--- config.mk ---
export PLATFORM = sky130hd
export DESIGN_NAME = crc_frame_engine
export DESIGN_NICKNAME = d
export VERILOG_FILES = /design/src/rtl/crc_frame_engine.sv
export SDC_FILE = /design/constraint.sdc
export NUM_CORES = 1
export LEC_CHECK = 0
export ABC_AREA = 1
export BUFFER_PORTS_ARGS = -buffer_cell sky130_fd_sc_hd__buf_2
export CAP_MARGIN = 5
export CORE_AREA = 2 2 78 80
export CTS_BUF_LIST = sky130_fd_sc_hd__clkbuf_8
export CTS_CLUSTER_SIZE = 25
export DETAILED_ROUTE_END_ITERATION = 16
export DIE_AREA = 0 0 80 82
export PLACE_DENSITY = 0.73
export SETUP_SLACK_MARGIN = 0.15
export SLEW_MARGIN = 15
export SYNTH_ARGS = -nofsm -noshare
export SYNTH_HDL_FRONTEND = slang
export SYNTH_SLANG_ARGS = --single-unit
--- constraint.sdc ---
create_clock -name clk -period 2.91 [get_ports clk]
set_clock_uncertainty 0.05 [all_clocks]
set_input_delay 0.4365 -clock clk [delete_from_list [all_inputs] [get_ports clk]]
set_output_delay 0.4365 -clock clk [all_outputs]
set_load 0.01 [all_outputs]
--- src/rtl/crc_frame_engine.sv ---
module crc_frame_engine #(
  parameter int          N         = 32,
  parameter int          M         = 8,
  parameter logic [N-1:0] POLY     = 32'h04C11DB7,
  parameter logic [N-1:0] INIT     = '1,
  parameter bit          LSB_FIRST = 1'b0,
  parameter bit          NEG_EDGE  = 1'b0,
  parameter bit          RST_LOW   = 1'b0
) (
  input  logic         clk,
  input  logic         rst,
  input  logic         sof,
  input  logic         eof,
  input  logic [M-1:0] din,
  input  logic         din_vld,
  output logic [N-1:0] crc,
  output logic         crc_ok
);

  function automatic logic [N-1:0] fold(input logic [N-1:0] r, input logic [M-1:0] w);
    logic fb;
    for (int i = 0; i < M; i++) begin
      fb = r[N-1] ^ (LSB_FIRST ? w[i] : w[M-1-i]);
      r  = {r[N-2:0], 1'b0} ^ (fb ? POLY : '0);
    end
    return r;
  endfunction

  logic         rst_on, in_frame, take;
  logic [N-1:0] rem, rem_d;
  logic         frm_d, ok_d;

  assign rst_on = RST_LOW ? ~rst : rst;
  assign take   = din_vld & (sof | in_frame);
  assign crc    = rem;

  always_comb begin
    rem_d = rem;
    frm_d = in_frame;
    ok_d  = 1'b0;
    if (take)
      rem_d = fold(sof ? INIT : rem, din);
    if (din_vld) begin
      if (sof)      frm_d = ~eof;
      else if (eof) frm_d = 1'b0;
      ok_d = eof & (sof | in_frame);
    end
    if (rst_on) begin
      rem_d = INIT;
      frm_d = 1'b0;
      ok_d  = 1'b0;
    end
  end

  generate
    if (NEG_EDGE) begin : g_fall
      always_ff @(negedge clk) begin
        rem      <= rem_d;
        in_frame <= frm_d;
        crc_ok   <= ok_d;
      end
    end else begin : g_rise
      always_ff @(posedge clk) begin
        rem      <= rem_d;
        in_frame <= frm_d;
        crc_ok   <= ok_d;
      end
    end
  endgenerate

  logic aclk;
  assign aclk = NEG_EDGE ? ~clk : clk;


  reset_seed_chk: assert property (@(posedge aclk)
    rst_on |=> (crc == INIT && !crc_ok));


  idle_hold_chk: assert property (@(posedge aclk) disable iff (rst_on)
    !din_vld |=> ($stable(crc) && !crc_ok));


  flag_follows_end_chk: assert property (@(posedge aclk) disable iff (rst_on)
    (din_vld && eof && (sof || in_frame)) |=> crc_ok);


  no_spurious_flag_chk: assert property (@(posedge aclk) disable iff (rst_on)
    !(din_vld && eof) |=> !crc_ok);


  outside_hold_chk: assert property (@(posedge aclk) disable iff (rst_on)
    (!in_frame && !sof) |=> $stable(crc));

endmodule

# After elaboration in Yosys (flattened, before gate mapping)
# Cells that the tools add are included.
[word_totals] regBits=34 in_bits=13 word_cells=38
[op_classes] n_mux=11 bitwise_logic=21 reduce_logical=3
[ops] operator="XOR 32 x 27 -> 32 bit" count=8
[ops] operator="two-way mux 27 bit" count=8
[ops] operator="two-way mux 32 bit" count=1
[ops] operator="XOR 1 bit" count=8
[ops] operator="AND 1 bit" count=2
[ops] operator="two-way mux 1 bit" count=2
[ops] operator="inverter 1 bit" count=2
[ops] operator="AND reduction 2 bit" count=1
[ops] operator="nonzero test 2 bit" count=1
[ops] operator="OR reduction 2 bit" count=1
[ops] operator="OR 1 bit" count=1

# Logic depth before layout (Yosys ltp)
# Gate-level depths: netlist of the first run.
[logic_depth] word_depth=25 ltp_mapped=14 depth_no_buf=13

# Worst setup path before layout of the first run
# OpenSTA, ideal clock, no wires.
[synth_timing] path_type="input to register" start="in sof" end="reg rem[12], in the netlist crc[12]" setup_time_ns=0.114 arrival_time_ns=1.555 slack_ns=1.191 stages=14 path_buffers=2 path_cell_list="buf_6 buf_6 nor2_4 nor2_1 nor2_1 nand2_1 nand2_2 nand2_1 nand2_2 nand2_1 nand2_1 nand2_1 nand3_1 nand2_1"
[synth_between] elab_chain_cells=13 elab_cells_between_ends=25 cone_classes="8 x mux; 17 x bitwise"
[synth_lines] item="start, declared" line="12" source="input logic sof,"
[synth_lines] item="two-way mux 32 bit" line="42" source="rem_d = fold(sof ? INIT : rem, din);"
[synth_lines] item="XOR 1 bit or XOR 32 x 27 -> 32 bit (tied branches)" line="23, 24"
[synth_lines] item="two-way mux 27 bit or XOR 1 bit (tied branches)" line="24, 23"
[synth_lines] item="XOR 32 x 27 -> 32 bit or two-way mux 27 bit (tied branches)" line="24" source="r = {r[N-2:0], 1'b0} ^ (fb ? POLY : '0);"
[synth_lines] item="XOR 32 x 27 -> 32 bit (5 in series)" line="24"
[synth_lines] item="XOR 1 bit or XOR 32 x 27 -> 32 bit (tied branches)" line="23, 24"
[synth_lines] item="two-way mux 27 bit or XOR 1 bit (tied branches)" line="24, 23"
[synth_lines] item="XOR 32 x 27 -> 32 bit or two-way mux 27 bit (tied branches)" line="24"
[synth_lines] item="XOR 32 x 27 -> 32 bit" line="24"
[synth_lines] item="end signal, assigned" line="64" source="rem <= rem_d;"
[synth_lines] item="end, declared" line="30" source="logic [N-1:0] rem, rem_d;"
# Several ways; a longest one is shown, not always the timed one.
# A chain may end at the register's enable or synchronous reset.

# Final worst setup path of the first run
[layout_timing] start="in sof" end="reg rem[27], in the netlist crc[27]"
[layout_between] elab_chain_cells=13 elab_cells_between_ends=19 cone_classes="5 x mux; 14 x bitwise"
[layout_lines] item="two-way mux 32 bit" line="42"
[layout_lines] item="XOR 1 bit" line="23" source="fb = r[N-1] ^ (LSB_FIRST ? w[i] : w[M-1-i]);"
[layout_lines] item="two-way mux 27 bit" line="24"
[layout_lines] item="XOR 32 x 27 -> 32 bit (6 in series)" line="24"
[layout_lines] item="XOR 1 bit" line="23"
[layout_lines] item="two-way mux 27 bit" line="24"
[layout_lines] item="XOR 32 x 27 -> 32 bit (2 in series)" line="24"
# Several ways; a longest one is shown, not always the timed one.

==> results_dict.tcl, run 1 <==
set metrics [dict create \
    first_pass_iters 4 \
    drt-initial-drc-count 169 \
    fp.dieArea_mm2 0.00656 \
    antenna_left 0 \
    drc 0 \
    htreeDepth 2 \
    worstSetupEndpointType "register" \
    clkTransAtPathRegs_ns 0.07 \
    critPathMaxStageDelay_ns 0.34 \
    timing.hold.ws_ns 0.297 \
    nets 440 \
    track_usage 0.206 \
    tightest_slew_ns 0.567 \
    path_cells "buf_2 > buf_4 > nor2_4 > nand2_2 > nand2_4 > nand2_2 > nand2_4 > xnor2_1 > nand2_1 > nand3_1 > nand3_1" \
    dr_total_vias 2476 \
    initial_core_util 0.432 \
    post-dp-hpwl_mm 4.73 \
    synth_flop_cell "dfxtp_1" \
    finalSetupTns_ns 0 \
    path_depth 11 \
    period_minus_slack_ns 2.06 \
    reg2reg_depth 12 \
    cts_buffers 5 \
    cp-start-kind "input port" \
    synth_edf_count 0 \
    max_slew_margin 0.621 \
    finalHoldViolCount 0 \
    status "finished clean" \
    clk_latency_ns 0.29 \
    seq_area_frac_synth 0.274 \
    crit_required_ns 3.01 \
    drv_cap 0 \
    worstHoldStart "eof" \
    die_h_um 82 \
    core_mm2 0.00575 \
    grt_pass1_wl_mm 10.6 \
    yosys.area.top_type_share 0.274 \
    hold_buffers 0 \
    avgSynthCellArea_um2 6.47 \
    vias_per_cell 4.93 \
    hold_depth 2 \
    met1_length_mm 2.87 \
    async_flop_share 0 \
    synth_warnings 0 \
    crit_start "sof" \
    synth_seq_cells 34 \
    r2r_setup_slack_ns 1.13 \
    ios 46 \
    vdd_ir_drop_max_mv 0.242 \
    antenna_found_initial 0 \
    wire_per_inst_um 12.5 \
    final_common_cell "nand2_1" \
    finalSetupViolations 0 \
    io_buffers 45 \
    row_count 28 \
    yosysTopAreaCell "dfxtp_1" \
    synth_area_mm2 0.00248 \
    postCtsSetupBuffers 0 \
    path_buf_inv 2 \
    top_layer_used "met4" \
    fill_cells 613 \
    synth_area_leaders "dfxtp_1 27%, nand2_1 20%, xor2_1 9.5%" \
    area_growth_pct 14.7 \
    ctsRootBufferMaster "clkbuf_8" \
    post_route_cells_drive_above_1_share 0.187 \
    grt_max_degree 36 \
    critPathMaxFanout 20 \
    wl_met2_mm 2.93 \
    hold_path_class "in2reg" \
    clockBufferDepth 2 \
    power_density_mw_per_mm2 496 \
    power.total_mw 1.41 \
    clock_sinks 34 \
    cp_top_family "simple AND/OR/NAND/NOR gates" \
    crit_arrival_ns 2.16 \
    syn_inst 383 \
    drv_slew 0 \
    setup_slack_ns 0.854 \
    p_leak_nw 1.48 \
    n_antenna_cell 0 \
    fmax_ghz 0.486 \
    pre_cts_ws_ns 0.588 \
    die_w_um 80 \
    cts_tree "built" \
    slowest_stage "buf_2" \
    cts-resized-gates 0 \
    met3WireLength_um 401 \
    r2r-start "crc[30]" \
    grt_pass1_vias 2273 \
    setup.worst_path.class "in2reg" \
    layout_common_cells "130 x nand2_1, 45 x buf_2, 39 x nor2_1" \
    routed_wl_mm 6.25 \
    synth.distinct_cells 28 \
    min_period_over_period 0.706 \
    overflow 0 \
    rsz0062_at_grt "false" \
    routabilityCongestion 0.890 \
    synth_nets 396 \
]
==> per-stage QoR <==
| step | cells | instance area [um^2] | utilization |
|---|---|---|---|
| 2_1_floorplan | 383 | 2480 | - |
| 3_3_place_gp | 495 | 2770 | 0.482 |
| 3_5_place_dp | 495 | 2770 | 0.482 |
| 4_1_cts | 502 | 2850 | 0.495 |
| 5_1_grt | 502 | 2850 | 0.495 |
| 6_report | 502 | 2850 | 0.495 |
==> flip-flops by register name, indices dropped and copies added, names as in the netlist <==
register  cells
crc          32
crc_ok        1
in_frame      1
==> synth_stat cells (3+ instances only) <==
library cell and number:
nand2_1 130, nor2_1 39, inv_1 35, dfxtp_1 34, nand3_1 31, xor2_1 27
xnor2_1 16, nand2_2 10, o21ai_0 9, clkbuf_1 8, o211ai_1 7, a21oi_1 6
nand2_4 4, buf_2 3, o21ai_2 3
==> where the power goes <==
| group | internal (mW) | switching [mW] |
|---|---|---|
| Clock | 0.158 | 0.174 |
| Combinational | 0.201 | 0.330 |
| Sequential | 0.509 | 0.0394 |
==> final timing paths <==
path	end
setup reg to reg	crc[12]
setup / recovery	crc[27]
hold / removal	in_frame
hold reg to reg	crc[0]
==> kinds of logic after synthesis <==
logic type                share of synthesized area
DFF                                           0.274
AOI/OAI and AO/OA                            0.0863
xor gates and xnor gates                      0.172
and+or+nand+nor                               0.384
buffers and inverters                        0.0833
==> layout make-up <==
cell class                      count  area (um^2)  area share
Multi-Input combinational cell    299         1590       0.560
Sequential cell                    34          681       0.239
Timing Repair Buffer               50          263      0.0923
Inverter                           37          139      0.0488
Tap cell                           75         93.8      0.0330
Clock buffer                        5         68.8      0.0242
Clock inverter                      2         7.51     0.00264
==> routing by layer <==
metal,global-route usage,up-vias
met1,0.271,1123
met3,0.0319,7
met2,0.355,73
met5,0,-
met4,0.0458,0
li1,-,1273
(Power assumes the default switching activity.)
==> inputs of run 2 (changes only) <==
==> constraint.sdc (replaced) <==
create_clock -name clk -period 2.1 [get_ports clk]
set_clock_uncertainty 0.05 [all_clocks]
set_input_delay 0.315 -clock clk [delete_from_list [all_inputs] [get_ports clk]]
set_output_delay 0.315 -clock clk [all_outputs]
set_load 0.01 [all_outputs]
==> results_dict.tcl, run 2 (synthesized netlist as in run 1, its figures left out) <==
set metrics [dict create \
    max_slew_margin 0.663 \
    drv_slew 0 \
    post-dp-hpwl_mm 4.83 \
    clockBufferDepth 2 \
    fp.dieArea_mm2 0.00656 \
    overflow 0 \
    path_cells "nor2_1 > nand2_1 > nand2_1 > nand2_1 > nand2_4 > nand2_1 > nand2_2 > nand2_1 > nand2_1 > nand2_1 > nand3_1 > nand2_1" \
    worstSetupEndpointType "register" \
    rsz0062_at_grt "false" \
    hold_path_class "in2reg" \
    p_leak_nw 1.50 \
    finalNonFillerCells 503 \
    timing.hold.ws_ns 0.171 \
    io_buffers 45 \
    clock_sinks 34 \
    n_antenna_cell 0 \
    ctsRootBufferMaster "clkbuf_8" \
    r2r-start "crc[30]" \
    htreeDepth 2 \
    die_w_um 80 \
    area_growth_pct 17.3 \
    finalSetupViolations 0 \
    final_common_cell "nand2_1" \
    critPathMaxStageDelay_ns 0.35 \
    finalHoldViolCount 0 \
    die_h_um 82 \
    multi_input_area_mm2 0.00160 \
    period_minus_slack_ns 1.77 \
    layout_common_cells "130 x nand2_1, 45 x buf_2, 39 x nor2_1" \
    dr_total_vias 2483 \
    power.total_mw 2.01 \
    crit_arrival_ns 1.90 \
    nets 442 \
    routabilityCongestion 0.835 \
    track_usage 0.207 \
    clkTransAtPathRegs_ns 0.07 \
    crit_required_ns 2.23 \
    ios 46 \
    placed_cell_area_mm2 0.00282 \
    core_mm2 0.00575 \
    worstHoldStart "eof" \
    cts_buffers 5 \
    row_count 28 \
    slowest_stage "dfxtp_1" \
    initial_core_util 0.432 \
    drt-initial-drc-count 111 \
    fill_cells 596 \
    final_cell_area_mm2 0.00291 \
    grt_pass1_wl_mm 10.6 \
    antenna_found_initial 0 \
    first_pass_iters 4 \
    min_period_over_period 0.842 \
    drv_cap 0 \
    routed_wl_mm 6.42 \
    clk_latency_ns 0.29 \
    wire_per_inst_um 12.8 \
    setup.worst_path.class "reg2reg" \
    setup_slack_ns 0.331 \
    postLayoutCoreUtil 0.506 \
    pre_cts_ws_ns 0.111 \
    grt_max_degree 30 \
    cp-start-kind "register" \
    largest_register_ff_count 32 \
    status "finished clean" \
    cts_tree "built" \
    cpMostUsedCell "nand2_1" \
    finalSetupTns_ns 0 \
    seqCellArea_um2 681 \
    crit_start "crc[30]" \
    drc 0 \
    vias_per_cell 4.94 \
    tightest_slew_ns 0.505 \
    power_density_mw_per_mm2 689 \
    grt_pass1_vias 2269 \
    post_route_cells_drive_above_1_share 0.194 \
    antenna_left 0 \
    r2r_setup_slack_ns 0.33 \
    critPathMaxFanout 8 \
    fmax_ghz 0.565 \
    vdd_ir_drop_max_mv 0.338 \
    placed_cells 497 \
    postCtsSetupBuffers 0 \
]
## run 2: layer usage
metal / up-vias / routed length, um / GRT usage
li1: 1275 / - / -
met1: 1127 / 3030 / 0.269
met2: 65 / 2850 / 0.333
met3: 16 / 337 / 0.0385
met4: 0 / 197 / 0.0983
met5: - / 0 / 0
## run 2: cell type report
| class | count | share of cell area |
|---|---|---|
| flip-flops and latches | 34 | 0.234 |
| multi-input cells | 299 | 0.549 |
| inverters | 37 | 0.0477 |
| repair buffers | 52 | 0.108 |
| well taps | 75 | 0.0323 |
| clock buffers | 6 | 0.0284 |
## run 2: timing repair
action,in CTS,in global routing
hold buffers,0,0
gates resized for setup,0,1
endpoints found under the setup margin,0,1
## run 2: final timing paths
| check | to | depth (start not counted) |
|---|---|---|
| max | crc[12] | 12 |
| min | in_frame | 2 |
| max reg2reg | crc[12] | 12 |
| min reg2reg | crc[0] | 1 |
## run 2: worst max-delay path, delay by kind of cell, from the launching register on
| kind | cells | cell delay [ns] |
|---|---|---|
| flops | 1 | 0.35 |
| simple gates | 12 | 1.24 |
## run 2: where the power goes
part	internal, mW	switching (mW)	leakage, nW	total (mW)
logic	0.290	0.465	1.17	0.756
registers	0.705	0.0542	0.282	0.760
clock network	0.253	0.237	0.0431	0.490
==> inputs of run 3 (changes only) <==
--- a/config.mk
+++ b/config.mk
@@ -5,15 +5,15 @@
 export SDC_FILE = /design/constraint.sdc
 export NUM_CORES = 1
 export LEC_CHECK = 0
-export ABC_AREA = 1
+export ABC_AREA = 0
 export BUFFER_PORTS_ARGS = -buffer_cell sky130_fd_sc_hd__buf_2
 export CAP_MARGIN = 5
-export CORE_AREA = 2 2 78 80
+export CORE_AREA = 2 2 75 77
 export CTS_BUF_LIST = sky130_fd_sc_hd__clkbuf_8
 export CTS_CLUSTER_SIZE = 25
 export DETAILED_ROUTE_END_ITERATION = 16
-export DIE_AREA = 0 0 80 82
-export PLACE_DENSITY = 0.73
+export DIE_AREA = 0 0 77 79
+export PLACE_DENSITY = 0.74
 export SETUP_SLACK_MARGIN = 0.15
 export SLEW_MARGIN = 15
 export SYNTH_ARGS = -nofsm -noshare
==> constraint.sdc (replaced) <==
create_clock -name clk -period 1.8 [get_ports clk]
set_clock_uncertainty 0.05 [all_clocks]
set_input_delay 0.27 -clock clk [delete_from_list [all_inputs] [get_ports clk]]
set_output_delay 0.27 -clock clk [all_outputs]
set_load 0.01 [all_outputs]
==> results_dict.tcl, run 3 <==
set metrics [dict create \
    grt_pass1_wl_mm 9.38 \
    max_slew_margin 0.740 \
    final_cell_area_mm2 0.00316 \
    min_period_over_period 0.964 \
    finalSetupViolations 0 \
    antenna_left 0 \
    placed_cells 378 \
    drt-initial-drc-count 150 \
    synth_nets 268 \
    nets 339 \
    avgSynthCellArea_um2 8.96 \
    die_h_um 79 \
    wire_per_inst_um 14.9 \
    post_route_cells_drive_above_1_share 0.402 \
    fill_cells 468 \
    layout_common_cells "47 x xnor2_1, 45 x buf_2, 32 x nor2_1" \
    worstSetupEndpointType "register" \
    synth_seq_cells 34 \
    dr_total_vias 1932 \
    routed_wl_mm 5.93 \
    status "finished clean" \
    timing.hold.ws_ns 0.128 \
    vias_per_cell 4.85 \
    core_mm2 0.00534 \
    r2r-end "crc[11]" \
    grt_use_met2 0.318 \
    hold_depth 2 \
    hold_buffers 0 \
    drv_slew 0 \
    htreeDepth 2 \
    hold_path_class "in2reg" \
    die_w_um 77 \
    rsz0062_at_grt "true" \
    p_sw_frac 0.346 \
    io_buffers 45 \
    clock_sinks 34 \
    synth-compound-area-share 0.122 \
    crit_required_ns 1.93 \
    yosysTopAreaCell "dfxtp_1" \
    ios 46 \
    setup.worst_path.class "reg2reg" \
    antenna_found_initial 0 \
    crit_start "crc[28]" \
    track_usage 0.198 \
    synth_edf_count 0 \
    clockBufferDepth 2 \
    finalHoldViolCount 0 \
    overflow 0 \
    multi_input_area_mm2 0.00170 \
    synthSimpleGateAreaFrac 0.120 \
    syn_inst 255 \
    post-dp-hpwl_mm 4.21 \
    power_switching_mw 1.13 \
    synth_flop_cell "dfxtp_1" \
    initial_core_util 0.428 \
    synth_area_leaders "dfxtp_1 30%, xnor2_1 25%, o211ai_1 8.9%" \
    routabilityCongestion 0.906 \
    n_antenna_cell 0 \
    synth_warnings 0 \
    period_minus_slack_ns 1.74 \
    largest_register_ff_count 32 \
    reg2reg_depth 6 \
    finalNonFillerCells 398 \
    seqCellArea_um2 702 \
    ys_top_cells_by_count "64 x xnor2_1, 35 x nor2_1, 34 x dfxtp_1" \
    r2r-start "crc[28]" \
    synth.area.mux_share 0 \
    power_density_mw_per_mm2 1040 \
    postLayoutCoreUtil 0.592 \
    cp-start-kind "register" \
    drc 0 \
    tightest_slew_ns 0.389 \
    use_met1 0.262 \
    busiest_layer "met2" \
    crit_arrival_ns 1.87 \
    critPathMaxFanout 4 \
    fmax_ghz 0.576 \
    row_count 27 \
    clk_latency_ns 0.29 \
    cts_tree "built" \
    area_growth_pct 38.4 \
    grt_pass1_vias 1895 \
    synth_area_mm2 0.00228 \
    r2r_setup_slack_ns 0.06 \
    globalRouteMet3Util 0.0420 \
    vdd_ir_drop_max_mv 0.497 \
    synth.distinct_cells 28 \
    ctsRootBufferMaster "clkbuf_8" \
    yosys.area.top_type_share 0.298 \
    seq_area_frac_synth 0.298 \
    synth_most_common_cell "xnor2_1" \
    placed_cell_area_mm2 0.00274 \
    first_pass_iters 4 \
    async_flop_share 0 \
    final_common_cell "xnor2_1" \
    p_leak_nw 1.34 \
    cts_buffers 5 \
    grt_max_degree 31 \
    synth_top_family_by_area "XOR/XNOR gates" \
    drv_cap 0 \
    combPwrFrac 0.491 \
    worstHoldStart "eof" \
    clkTransAtPathRegs_ns 0.07 \
    synthAdderAreaFrac 0 \
    fp.dieArea_mm2 0.00608 \
    pwr-share-clk 0.224 \
    internal_power_mw 2.14 \
    synth-xor-area-share 0.418 \
    critPathCapture "crc[11]" \
    seqPwrFrac 0.285 \
]
run 3: how the worst min path moves through the flow:
stage	endpoint	slack [ns]
floorplan	crc_ok	0.29
global placement	in_frame	0.43
detailed placement	in_frame	0.43
CTS	in_frame	0.12
global route	in_frame	0.13
finish	in_frame	0.13
run 3: kinds of logic after synthesis:
logic type | Yosys count
xor gates and xnor gates | 94
and+or+nand+nor | 70
AOI/OAI and AO/OA | 38
buffers and inverters | 19
DFF | 34
run 3: final cells by class:
type,instances,area share
Timing Repair Buffer,82,0.176
Clock inverter,1,0.00950
Inverter,1,0.00119
Clock buffer,6,0.0261
Tap cell,72,0.0285
Sequential cell,34,0.222
Multi-Input combinational cell,202,0.536
run 3: through the flow:
step | setup slack, ns | power [mW] | TNS, ns
3_3_place_gp | 0.0160 | 2.23 | 0
5_1_grt | -0.00341 | 3.44 | -0.00341
2_1_floorplan | 0.0403 | 1.89 | 0
6_report | 0.0640 | 3.27 | 0
4_1_cts | 0.0657 | 3.10 | 0
3_5_place_dp | -0.0326 | 2.25 | -0.0326
run 3: per-layer routing:
layer	share of wire	vias to the layer above
met3	0.040	6
met1	0.44	915
met2	0.51	45
li1	-	966
met4	0.012	0
met5	0	-
run 3: critical path, cell delays in order (launching register included):
cell     delay, ns
dfxtp_2       0.35
nor2_4        0.13
xnor2_4       0.14
xor3_2        0.51
xor2_2        0.18
xnor2_1       0.18
o21ai_1       0.08
run 3: what timing repair did:
| item | in CTS | in global routing |
|---|---|---|
| resized for setup | 8 | 33 |
| endpoints found under the setup margin | 14 | 22 |
| pin swaps | 10 | 18 |
| setup buffers | 11 | 2 |
| gates cloned | 0 | 0 |
run 3: power by group through the flow:
stage               Sequential, mW  Combinational, mW  Clock [mW]
detailed placement           0.943               1.31           0
CTS                          0.926               1.43       0.744
global route                 0.947               1.73       0.766
finish                       0.934               1.61       0.733
floorplan                    0.966              0.925           0
global placement             0.940               1.29           0
